[config.mk]
export PLATFORM = sky130hd
export DESIGN_NAME = flash_pgm_seq
export DESIGN_NICKNAME = d
export VERILOG_FILES = /design/src/rtl/flash_pgm_pkg.sv /design/src/rtl/flash_cmd_gen.sv /design/src/rtl/flash_poll_eval.sv /design/src/rtl/flash_pgm_seq.sv
export SDC_FILE = /design/constraint.sdc
export NUM_CORES = 1
export LEC_CHECK = 0
export BUFFER_PORTS_ARGS = -buffer_cell sky130_fd_sc_hd__buf_2
export CAP_MARGIN = 5
export CORE_MARGIN = 2
export CORE_UTILIZATION = 47
export DETAILED_ROUTE_END_ITERATION = 7
export MAX_ROUTING_LAYER = met4
export PLACE_DENSITY = 0.87
export SYNTH_ARGS = -nofsm -noshare
export SYNTH_HDL_FRONTEND = slang
export SYNTH_SLANG_ARGS = --single-unit
export TNS_END_PERCENT = 1
[constraint.sdc]
create_clock -name clk -period 2.5 [get_ports clk]
set_clock_uncertainty 0.05 [all_clocks]
set_input_delay 0.25 -clock clk [delete_from_list [all_inputs] [get_ports clk]]
set_output_delay 0.25 -clock clk [all_outputs]
set_load 0.005 [all_outputs]
[src/rtl/flash_pgm_pkg.sv]
// Shared types for the flash program sequencer.
// Assumes status bits sit at positions 7 (data poll), 6 (toggle), 5 (timeout).
package flash_pgm_pkg;
    typedef enum logic [2:0] {
        S_IDLE, S_CMD, S_POLL, S_RECHK, S_RST, S_DONE
    } seq_state_t;

    typedef enum logic [1:0] {
        V_WAIT, V_PASS, V_FAIL, V_RECHK
    } verdict_t;

    localparam int BIT_POLL    = 7;
    localparam int BIT_TOGGLE  = 6;
    localparam int BIT_TIMEOUT = 5;
endpackage

[src/rtl/flash_cmd_gen.sv]
// Command cycle generator: maps the cycle index (0..3) of a word-program
// sequence to the bus address and data. Index 3 carries the target.
// Assumes DW >= 8; unlock codes fill the low byte.
module flash_cmd_gen #(
    parameter int AW = 12,
    parameter int DW = 16,
    parameter logic [AW-1:0] UNLOCK_A = 'hAAA,
    parameter logic [AW-1:0] UNLOCK_B = 'h554
) (
    input  logic [1:0]    idx,
    input  logic [AW-1:0] tgt_addr,
    input  logic [DW-1:0] tgt_data,
    output logic [AW-1:0] cyc_addr,
    output logic [DW-1:0] cyc_data
);
    localparam logic [DW-1:0] CODE_UNLK1 = DW'(8'hAA);
    localparam logic [DW-1:0] CODE_UNLK2 = DW'(8'h55);
    localparam logic [DW-1:0] CODE_PROG  = DW'(8'hA0);

    // Select the address/data pair of the current cycle.
    always_comb begin
        unique case (idx)
            2'd0:    begin cyc_addr = UNLOCK_A; cyc_data = CODE_UNLK1; end
            2'd1:    begin cyc_addr = UNLOCK_B; cyc_data = CODE_UNLK2; end
            2'd2:    begin cyc_addr = UNLOCK_A; cyc_data = CODE_PROG;  end
            default: begin cyc_addr = tgt_addr; cyc_data = tgt_data;   end
        endcase
    end
endmodule

[src/rtl/flash_poll_eval.sv]
// Status read evaluator: decides, from one read word and prior state,
// whether to keep polling, pass, fail or start the post-timeout re-read.
// TOGGLE_MODE=0 compares bit 7 with the data; 1 compares bit 6 between reads.
module flash_poll_eval
    import flash_pgm_pkg::*;
#(
    parameter int DW = 16,
    parameter bit TOGGLE_MODE = 1'b0
) (
    input  logic [DW-1:0] rd_word,
    input  logic          exp_bit7,
    input  logic          prev_tog,
    input  logic          have_prev,
    input  logic          in_rechk,
    output verdict_t      verdict
);
    logic done_now;

    generate
        if (TOGGLE_MODE) begin : g_tog
            // Toggle compare: done when bit 6 repeats; first read only primes.
            always_comb done_now = have_prev && (rd_word[BIT_TOGGLE] == prev_tog);
        end else begin : g_dq7
            // Data poll compare: done when bit 7 equals the written bit 7.
            always_comb done_now = (rd_word[BIT_POLL] == exp_bit7);
        end
    endgenerate

    // Map the comparison and the timeout flag onto a verdict.
    always_comb begin
        if (TOGGLE_MODE && !have_prev)
            verdict = V_WAIT;
        else if (done_now)
            verdict = V_PASS;
        else if (in_rechk)
            verdict = V_FAIL;
        else if (rd_word[BIT_TIMEOUT])
            verdict = V_RECHK;
        else
            verdict = V_WAIT;
    end
endmodule

[src/rtl/flash_pgm_seq.sv]
// Word-program sequencer: accepts one request, writes the four program
// cycles, polls status at the target address, re-reads after a timeout
// flag, writes the reset code on failure and pulses ack with fail.
// Assumes the device holds bus_ack for one cycle per transfer.
module flash_pgm_seq
    import flash_pgm_pkg::*;
#(
    parameter int AW = 12,
    parameter int DW = 16,
    parameter bit TOGGLE_MODE = 1'b0,
    parameter logic [AW-1:0] UNLOCK_A = 'hAAA,
    parameter logic [AW-1:0] UNLOCK_B = 'h554,
    parameter logic [DW-1:0] RESET_CODE = 'hF0
) (
    input  logic          clk,
    input  logic          rst_n,
    input  logic          req,
    input  logic [AW-1:0] req_addr,
    input  logic [DW-1:0] req_data,
    output logic          busy,
    output logic          ack,
    output logic          fail,
    output logic          bus_req,
    output logic          bus_we,
    output logic [AW-1:0] bus_addr,
    output logic [DW-1:0] bus_wdata,
    input  logic [DW-1:0] bus_rdata,
    input  logic          bus_ack
);
    seq_state_t    state;
    logic [1:0]    idx;
    logic [AW-1:0] tgt_addr;
    logic [DW-1:0] tgt_data;
    logic          fail_q;
    logic          prev_tog;
    logic          have_prev;
    logic [AW-1:0] cyc_addr;
    logic [DW-1:0] cyc_data;
    verdict_t      verdict;

    flash_cmd_gen #(
        .AW(AW), .DW(DW), .UNLOCK_A(UNLOCK_A), .UNLOCK_B(UNLOCK_B)
    ) u_cmd (
        .idx(idx), .tgt_addr(tgt_addr), .tgt_data(tgt_data),
        .cyc_addr(cyc_addr), .cyc_data(cyc_data)
    );

    flash_poll_eval #(.DW(DW), .TOGGLE_MODE(TOGGLE_MODE)) u_eval (
        .rd_word(bus_rdata), .exp_bit7(tgt_data[BIT_POLL]),
        .prev_tog(prev_tog), .have_prev(have_prev),
        .in_rechk(state == S_RECHK), .verdict(verdict)
    );

    // Main sequencing: request capture, command cycles, polling, reset write.
    always_ff @(posedge clk) begin
        if (!rst_n) begin
            state     <= S_IDLE;
            idx       <= '0;
            tgt_addr  <= '0;
            tgt_data  <= '0;
            fail_q    <= 1'b0;
            prev_tog  <= 1'b0;
            have_prev <= 1'b0;
        end else begin
            unique case (state)
                S_IDLE: if (req) begin
                    tgt_addr  <= req_addr;
                    tgt_data  <= req_data;
                    fail_q    <= req_addr[0];
                    idx       <= '0;
                    have_prev <= 1'b0;
                    state     <= req_addr[0] ? S_DONE : S_CMD;
                end
                S_CMD: if (bus_ack) begin
                    if (idx == 2'd3) state <= S_POLL;
                    idx <= idx + 2'd1;
                end
                S_POLL, S_RECHK: if (bus_ack) begin
                    prev_tog  <= bus_rdata[BIT_TOGGLE];
                    have_prev <= (verdict != V_RECHK);
                    unique case (verdict)
                        V_PASS:  begin fail_q <= 1'b0; state <= S_DONE; end
                        V_FAIL:  begin fail_q <= 1'b1; state <= S_RST;  end
                        V_RECHK: state <= S_RECHK;
                        default: state <= state;
                    endcase
                end
                S_RST:   if (bus_ack) state <= S_DONE;
                default: state <= S_IDLE;
            endcase
        end
    end

    // Host-side outputs decoded from the state.
    always_comb begin
        busy = (state != S_IDLE);
        ack  = (state == S_DONE);
        fail = ack && fail_q;
    end

    // Bus-side outputs: command cycle, status read or reset write.
    always_comb begin
        bus_req   = (state == S_CMD) || (state == S_POLL) ||
                    (state == S_RECHK) || (state == S_RST);
        bus_we    = (state == S_CMD) || (state == S_RST);
        bus_addr  = (state == S_CMD) ? cyc_addr : tgt_addr;
        bus_wdata = (state == S_CMD) ? cyc_data :
                    (state == S_RST) ? RESET_CODE : '0;
    end
endmodule

==> flow_summary_export.csv, run 1 <==
group,metric,value,unit
outcome,status,"finished, final reports clean",
cts,cts_setup_buffers,0,
synth,synth.yosys.seq_area_share,37.1,%
floorplanning,die-width,66.5,um
cts,clkSinkCount,34,
cts,cts-buffers-inserted,5,
critical_path,cell_by_cell_listing_of_the_critical_path,"or3b_2 -> nor2_1 -> o21ai_1 -> o21ai_0 -> buf_2",
finish,ff_latch_area,681,um^2
floorplanning,placement_rows,22,
finish,flow.area_growth_from_synthesis,27.0,%
worst_hold_path,worst_hold_path.endpoint,"tgt_addr[6]",
detailed_routing,routed_wire_length_per_instance,12.3,um
detailed_routing,detailed_route_wl,4570,um
pwr,ir_worst_vdd,0.526,mV
grt,via_count_of_the_first_global_routing_pass,1748,
cts,holdBufCountCts,0,
sta,setup_violations,0,
floorplanning,initial_core_util,49.3,%
grt,globalRoute.totalOverflow,0,
place,placement.io_buffers,66,
cts,postCtsResizedCells,0,
detailed_routing,first_iter_violations,72,
synth,synth_top_flop_cell,"dfxtp_1",
run,max-cap-violations,0,
synth,synth_fp_nets,314,
synth,ys_ff_latch,34,
cts,cts_tree,"built",
critical_path,arrival,1.89,ns
pwr,power_density,1020,nW/um^2
finish,leading_cell_type_in_the_layout_fill_and_taps_excluded,"nand2_1",
cts,clk_latency,0.29,ns
worst_hold_path,holdPathStages,3,
place,routabilityCongestion,0.871,
sta,maxSlewViolCount,0,
floorplanning,floorplan.die.height,66.5,um
floorplanning,io-pin-count,81,
cts,clkTransAtPathRegs,0.07,ns
finish,most_used_cells_in_the_layout_excluding_fill_and_tap_cells,"nand2_1, buf_2, a21oi_1",
sta,max_freq,456,MHz
synth,syn-instance-count,258,
finish,layout-drive-gt1-share,27.6,%
worst_hold_path,hold_path.class,"in2reg",
sta,timing_hold_violations_final,0,
synth,syn-mean-instance-area,7.10,um^2
critical_path,timing.reg2reg.setup_slack,0.54,ns
floorplanning,fp.coreArea,3720,um^2
synth,synth_enable_flop_cells,0,
pwr,total_leakage_power,1.16,nW
sta,post-route-worst-setup-slack,0.307,ns
critical_path,regToRegEndpoint,"state[0]",
cts,cts_max_path_buffers,2,
sta,finalCriticalPeriod,2.19,ns
grt,grt.total_usage,23.0,%
grt,grt_first_pass_wirelength,7430,um
critical_path,crit_path_start_kind,"register",
sta,grt_setup_unrepaired,"false",
pwr,power,2.37,mW
floorplanning,die_area,4420,um^2
sta,fin_crit_share,87.7,%
sta,tightestPinTransition,0.588,ns
grt,grt_max_degree,30,
finish,layout.nets,378,
critical_path,worst_ep_required_time,2.20,ns
detailed_routing,drc,0,
detailed_routing,routed_via_density,5.17,
finish,filler_cell_count,356,
critical_path,critical_path_class,"reg2out",
critical_path,delay_contributed_by_the_slowest_stage_of_the_critical_path,0.55,ns
worst_hold_path,hold_start,"req_addr[6]",
critical_path,worst_r2r_src,"state[2]",
detailed_routing,drt_pass1_iterations,4,
critical_path,slowest_stage,"or3b_2",
place,dpl_worst_slack,0.569,ns
synth,synthDistinctLibCells,35,
synth,post_synth_instance_area,1830,um^2
sta,timing.max_slew.rel_slack,60.5,%
critical_path,r2r.worst_path.cells,9,
finish,multi_input_comb_area,1070,um^2
sta,totalNegativeSetupSlack,0,ns
synth,ys_async_sr_fraction,0,%
place,post-dp-hpwl,3210,um
critical_path,critical_path.max_fanout,8,
cts,cts_root_buf,"clkbuf_8",
finish,antenna_cells,0,
grt,antenna_violations_before_repair,0,
detailed_routing,antenna_left,0,
critical_path,setup.worst_path.end_class,"output pin",
synth,ys.warnings.count,0,
cts,htree_levels,2,
detailed_routing,dr_total_vias,1917,
synth_stat cells, types with 2 or more instances:
cell type	instances	share of area, %
nor2b_1	3	1.0
buf_2	6	1.6
and2_1	3	1.0
or3b_2	2	0.96
and3_1	9	3.1
nor3b_1	4	1.6
ha_1	8	5.5
a31oi_1	4	1.4
clkbuf_1	11	2.3
nor2_1	9	1.8
nand2_1	94	19
o21ai_0	5	1.4
dfxtp_1	34	37
a21oi_1	37	10
or3_1	2	0.68
nand2b_1	3	1.0
inv_1	3	0.61
nand3_1	4	1.1
state kept, by name (all words and copies together), names as in the netlist:
register  flops
fail_q        1
state         3
idx           2
tgt_addr     12
tgt_data     16
how the worst max path moves through the flow:
stage                     startpoint      endpoint  slack, ns
after floorplan             state[1]      state[0]       0.40
after global routing        state[2]  bus_wdata[7]       0.19
after detailed placement    state[2]      state[0]       0.57
final                       state[2]  bus_wdata[7]       0.31
after CTS                   state[2]  bus_wdata[7]       0.28
after global placement      state[2]      state[0]       0.59
worst max-delay path: cells and delay by family, from the launching register on:
| family | cells | cell delay, ns |
|---|---|---|
| flops | 1 | 0.36 |
| compound gates | 2 | 0.40 |
| buf+inv | 1 | 0.14 |
| simple gates | 2 | 0.69 |
cell families (layout without fill, tap and decap cells):
group | count (synthesis) | after routing | synth area share (%)
AOI/OAI and AO/OA | 55 | 55 | 17.6
xor gates and xnor gates | 2 | 2 | 0.956
adders and majority gates | 8 | 8 | 5.46
buffers and inverters | 21 | 86 | 4.71
DFF | 34 | 34 | 37.1
muxes | 1 | 1 | 0.546
and+or+nand+nor | 137 | 137 | 33.6
cell type report:
cell class              count  area share [%]
multi-input cells         203            46.1
clock buffers               5            2.96
inverters                   4           0.645
well taps                  48            2.58
flip-flops and latches     34            29.2
clock inverters             3            1.72
repair buffers             74            16.8
power by group:
part / total, mW / internal [mW] / switching [mW]
logic: 1.14 / 0.476 / 0.669
registers: 0.729 / 0.664 / 0.0654
clock network: 0.495 / 0.293 / 0.202
metrics by stage:
| stage | hold WS, ns | instances | area, um^2 | utilization (%) |
|---|---|---|---|---|
| finish | 0.139 | 371 | 2330 | 62.6 |
| global route | 0.130 | 371 | 2330 | 62.6 |
| CTS | 0.133 | 371 | 2330 | 62.6 |
| detailed placement | 0.392 | 363 | 2220 | 59.7 |
| global placement | 0.387 | 363 | 2220 | 59.7 |
| floorplan | 0.336 | 258 | 1830 | - |
metal layers:
metal	GRT usage, %	part of all wire, %	vias to the layer above
met2	38.9	50	60
li1	-	-	982
met5	-	0	-
met3	6.42	6.0	10
met1	25.5	42	865
met4	9.44	2.0	0
Power figures use the tool's default switching activity.
==> run 2, diff against run 1 <==
Settings changed: CTS_CLUSTER_DIAMETER from default to 60, PLACE_DENSITY 0.87 to default, PLACE_DENSITY_LB_ADDON from default to 0.08.
==> run 2 against run 1 <==
  * Non-clock buffer count stayed put
  * Register-to-register slack lost 0.11 ns
  * Maximum frequency down 4.0%
  * Clock power shrank 15%
==> flow_summary_export.csv, run 2 (synthesis gave the netlist of run 1 again) <==
group,metric,value,unit
place,routabilityCongestion,0.866,
sta,grt_setup_unrepaired,"false",
critical_path,worst_ep_required_time,2.20,ns
sta,finalCriticalPeriod,2.28,ns
floorplanning,fp.coreArea,3720,um^2
sta,timing_hold_violations_final,0,
pwr,total_leakage_power,1.15,nW
grt,globalRoute.totalOverflow,0,
grt,via_count_of_the_first_global_routing_pass,1721,
cts,cts-buffers-inserted,5,
worst_hold_path,hold_path.class,"in2reg",
cts,cts_max_path_buffers,2,
cts,clkTransAtPathRegs,0.07,ns
finish,leading_cell_type_in_the_layout_fill_and_taps_excluded,"nand2_1",
pwr,power_density,996,nW/um^2
place,placement.io_buffers,66,
detailed_routing,first_iter_violations,140,
sta,timing.hold.ws,0.144,ns
pwr,ir_worst_vdd,0.496,mV
place,placed_instances,363,
cts,clkSinkCount,34,
finish,layout-drive-gt1-share,27.6,%
finish,fin_cells,371,
floorplanning,io-pin-count,81,
run,max-cap-violations,0,
sta,totalNegativeSetupSlack,0,ns
critical_path,setup.worst_path.end_class,"output pin",
detailed_routing,routed_wire_length_per_instance,12.4,um
sta,fin_crit_share,91.3,%
detailed_routing,detailed_route_wl,4610,um
cts,holdBufCountCts,0,
place,post-dp-hpwl,3180,um
sta,max_freq,438,MHz
finish,flow.area_growth_from_synthesis,26.2,%
finish,top_regs,"tgt_data (16), tgt_addr (12), state (3)",
finish,layout.nets,378,
grt,grt_max_degree,30,
critical_path,critical_path.max_fanout,11,
sta,timing.max_slew.rel_slack,57.0,%
sta,setup_violations,0,
grt,grt.total_usage,23.1,%
finish,antenna_cells,0,
detailed_routing,drt_pass1_iterations,4,
floorplanning,initial_core_util,49.3,%
cts,clk_latency,0.28,ns
finish,largest_reg_flops,16,
sta,maxSlewViolCount,0,
cts,htree_levels,2,
finish,max_flop_register,"tgt_data",
finish,most_used_cells_in_the_layout_excluding_fill_and_tap_cells,"nand2_1, buf_2, a21oi_1",
critical_path,critical_path_class,"reg2out",
detailed_routing,drc,0,
outcome,status,"finished, final reports clean",
cts,cts_setup_buffers,0,
floorplanning,die-width,66.5,um
grt,antenna_violations_before_repair,0,
critical_path,crit_path_start_kind,"register",
detailed_routing,routed_via_density,5.03,
cts,cts_tree,"built",
sta,tightestPinTransition,0.640,ns
cts,postCtsResizedCells,0,
detailed_routing,dr_total_vias,1866,
cts,cts_root_buf,"clkbuf_8",
detailed_routing,antenna_left,0,
floorplanning,placement_rows,22,
critical_path,arrival,1.98,ns
floorplanning,die_area,4420,um^2
floorplanning,floorplan.die.height,66.5,um
grt,grt_first_pass_wirelength,7650,um
## run 2: cell types whose count changed in the layout (fill, tap and decap cells not counted)
cell | before | now
bufinv_16 | 1 | 0
clkbuf_8 | 5 | 6
clkinv_2 | 2 | 1
clkinvlp_4 | 0 | 1
## run 2: cell type report
cell class              instances  area, um^2
clock inverters                 2        12.5
flip-flops and latches         34         681
fillers                       372        1400
well taps                      48        60.1
repair buffers                 74         390
clock buffers                   6        82.6
inverters                       4        15.0
multi-input cells             203        1070
## run 2: worst max-delay path, cell delays in order (launching register included)
cell	delay, ns
dfxtp_1	0.41
or3b_2	0.55
nor2_1	0.14
o21ai_1	0.25
o21ai_0	0.19
buf_2	0.15
## run 2: layer usage
metal  GRT usage, %  up-vias  share of wire (%)
met5              -        -                  0
li1               -      981                  -
met1           29.7      834                 47
met4           7.91        0                1.3
met2           35.9       44                 47
met3           5.24        7                4.3
## run 2: worst paths after layout
kind	slack (ns)	from	to	cells past startpoint
min reg2reg	0.40	tgt_data[9]	tgt_data[9]	2
min	0.14	req_addr[8]	tgt_addr[8]	3
max reg2reg	0.43	state[1]	state[0]	9
max	0.22	state[1]	bus_wdata[5]	5
## run 2: where the power goes
part | internal, mW | switching [mW]
clock network | 0.221 | 0.202
logic | 0.476 | 0.670
registers | 0.663 | 0.0717
total | 1.36 | 0.944
## run 2: metrics by stage
stage          total power, mW  area, um^2  util (%)  setup WS, ns
3_5_place_dp              1.89        2220      59.7         0.478
2_1_floorplan             1.49        1830         -         0.396
4_1_cts                   2.32        2310      62.3         0.233
6_report                  2.30        2310      62.3         0.217
5_1_grt                   2.51        2310      62.3        0.0629
3_3_place_gp              1.87        2220      59.7         0.490
==> run 3, diff against run 2 <==
Clock period 2.5 ns to 2.2 ns, I/O delays scaled along.
==> run 3 against run 2 <==
  * Power grew 13%
  * Sequential share of layout area shrank 0.16 points
  * Register-to-register slack lost 0.16 ns
  * Combinational power is 16% higher
  * Critical path depth fell by 1
  * Sequential power grew 13%
  * First-iteration DRC count shrank 29%
  * Worst setup slack lost 0.053 ns
  * Design area is 0.54% higher
  * Critical path type unchanged
  * Largest power group unchanged
  * Highest routed layer unchanged
==> flow_summary_export.csv, run 3 (synthesis gave the netlist of run 1 again) <==
group,metric,value,unit
finish,largest_reg_flops,16,
floorplanning,die-width,66.5,um
cts,cts_root_buf,"clkbuf_8",
finish,layout.nets,381,
cts,cts-buffers-inserted,5,
critical_path,critical_path.max_fanout,13,
detailed_routing,drc,0,
sta,tightestPinTransition,0.500,ns
floorplanning,fp.coreArea,3720,um^2
finish,flow.area_growth_from_synthesis,26.9,%
finish,layout-drive-gt1-share,27.8,%
cts,clk_latency,0.28,ns
place,placement.io_buffers,66,
grt,via_count_of_the_first_global_routing_pass,1651,
finish,multi_input_comb_area,1070,um^2
critical_path,arrival,1.77,ns
cts,cts_setup_buffers,0,
grt,grt.total_usage,21.9,%
pwr,total_leakage_power,1.16,nW
critical_path,worst_ep_required_time,1.93,ns
critical_path,critical_path_class,"reg2out",
finish,ff_latch_area,681,um^2
floorplanning,placement_rows,22,
floorplanning,initial_core_util,49.3,%
grt,globalRoute.totalOverflow,0,
worst_hold_path,hold_path.class,"in2reg",
floorplanning,die_area,4420,um^2
detailed_routing,routed_wire_length_per_instance,11.8,um
finish,most_used_cells_in_the_layout_excluding_fill_and_tap_cells,"nand2_1, buf_2, a21oi_1",
detailed_routing,detailed_route_wl,4370,um
critical_path,setup.worst_path.end_class,"output pin",
finish,stdcell_area,2330,um^2
sta,fin_crit_share,92.5,%
sta,finalCriticalPeriod,2.04,ns
detailed_routing,first_iter_violations,99,
floorplanning,floorplan.die.height,66.5,um
detailed_routing,routed_via_density,5.07,
outcome,status,"finished, final reports clean",
finish,leading_cell_type_in_the_layout_fill_and_taps_excluded,"nand2_1",
grt,grt_first_pass_wirelength,7200,um
cts,clkTransAtPathRegs,0.07,ns
grt,antenna_violations_before_repair,0,
detailed_routing,dr_total_vias,1886,
grt,grt_use_met1,27.7,%
cts,cts_tree,"built",
run,max-cap-violations,0,
sta,timing.max_slew.rel_slack,66.6,%
place,post-dp-hpwl,3130,um
sta,maxSlewViolCount,0,
sta,grt_setup_unrepaired,"false",
finish,filler_cell_count,388,
place,dpl_cell_area,2240,um^2
pwr,power,2.61,mW
worst_hold_path,holdPathStages,3,
finish,top_regs,"tgt_data (16), tgt_addr (12), state (3)",
critical_path,crit_path_start_kind,"register",
floorplanning,io-pin-count,81,
critical_path,r2r.worst_path.cells,9,
detailed_routing,antenna_left,0,
detailed_routing,drt_pass1_iterations,4,
sta,setup_violations,0,
pwr,ir_worst_vdd,0.496,mV
cts,htree_levels,2,
sta,totalNegativeSetupSlack,0,ns
grt,globalRoute.busiestLayer,"met2",
cts,cts_max_path_buffers,2,
sta,timing_hold_violations_final,0,
finish,antenna_cells,0,
cts,clkSinkCount,34,
place,routabilityCongestion,0.837,
grt,globalRouteMet3Util,5.74,%
grt,grtUsageMet2,33.1,%
sta,max_freq,491,MHz
pwr,power_density,1120,nW/um^2
finish,max_flop_register,"tgt_data",
grt,grt_max_degree,31,
[run 3: metal layers]
metal  part of all wire (%)  wire length, um
met5                      0                0
met2                     46             2020
met3                    5.2              227
met1                     47             2030
met4                    2.0               88
[run 3: path summary, 6_finish.rpt]
| check | startpoint | end | slack [ns] |
|---|---|---|---|
| hold reg to reg | tgt_data[15] | tgt_data[15] | 0.40 |
| setup / recovery | idx[0] | bus_addr[0] | 0.16 |
| setup reg to reg | state[1] | state[0] | 0.27 |
| hold / removal | req_data[0] | tgt_data[0] | 0.12 |
[run 3: power by group]
group	leakage [nW]	internal (mW)	switching, mW
registers	0.279	0.754	0.0733
logic	0.842	0.579	0.754
clock network	0.0431	0.241	0.205
total	1.16	1.57	1.03
[run 3: final cells by class]
type,instances,share of cell area [%]
repair buffers,77,17.8
clock buffers,6,3.55
multi-input cells,203,46.2
well taps,48,2.58
flip-flops and latches,34,29.3
inverters,4,0.646
[run 3: worst max-delay path: stages (launching register included)]
cell and delay, ns:
dfxtp_1 0.34, ha_1 0.22, or4b_4 0.60, and2_1 0.20, buf_2 0.12
[run 3: what timing repair did]
item / CTS / global route
endpoints found under the setup margin: 0 / 1
resized for setup: 0 / 1
hold buffers: 0 / 0
[run 3: per-stage QoR]
stage / util, % / setup slack (ns) / hold WS (ns) / cells
after floorplan: - / 0.0962 / 0.306 / 258
after global placement: 60.3 / 0.317 / 0.388 / 366
after detailed placement: 60.3 / 0.306 / 0.392 / 366
after CTS: 62.5 / 0.0856 / 0.113 / 372
after global routing: 62.6 / 0.0226 / 0.118 / 372
final: 62.6 / 0.164 / 0.119 / 372
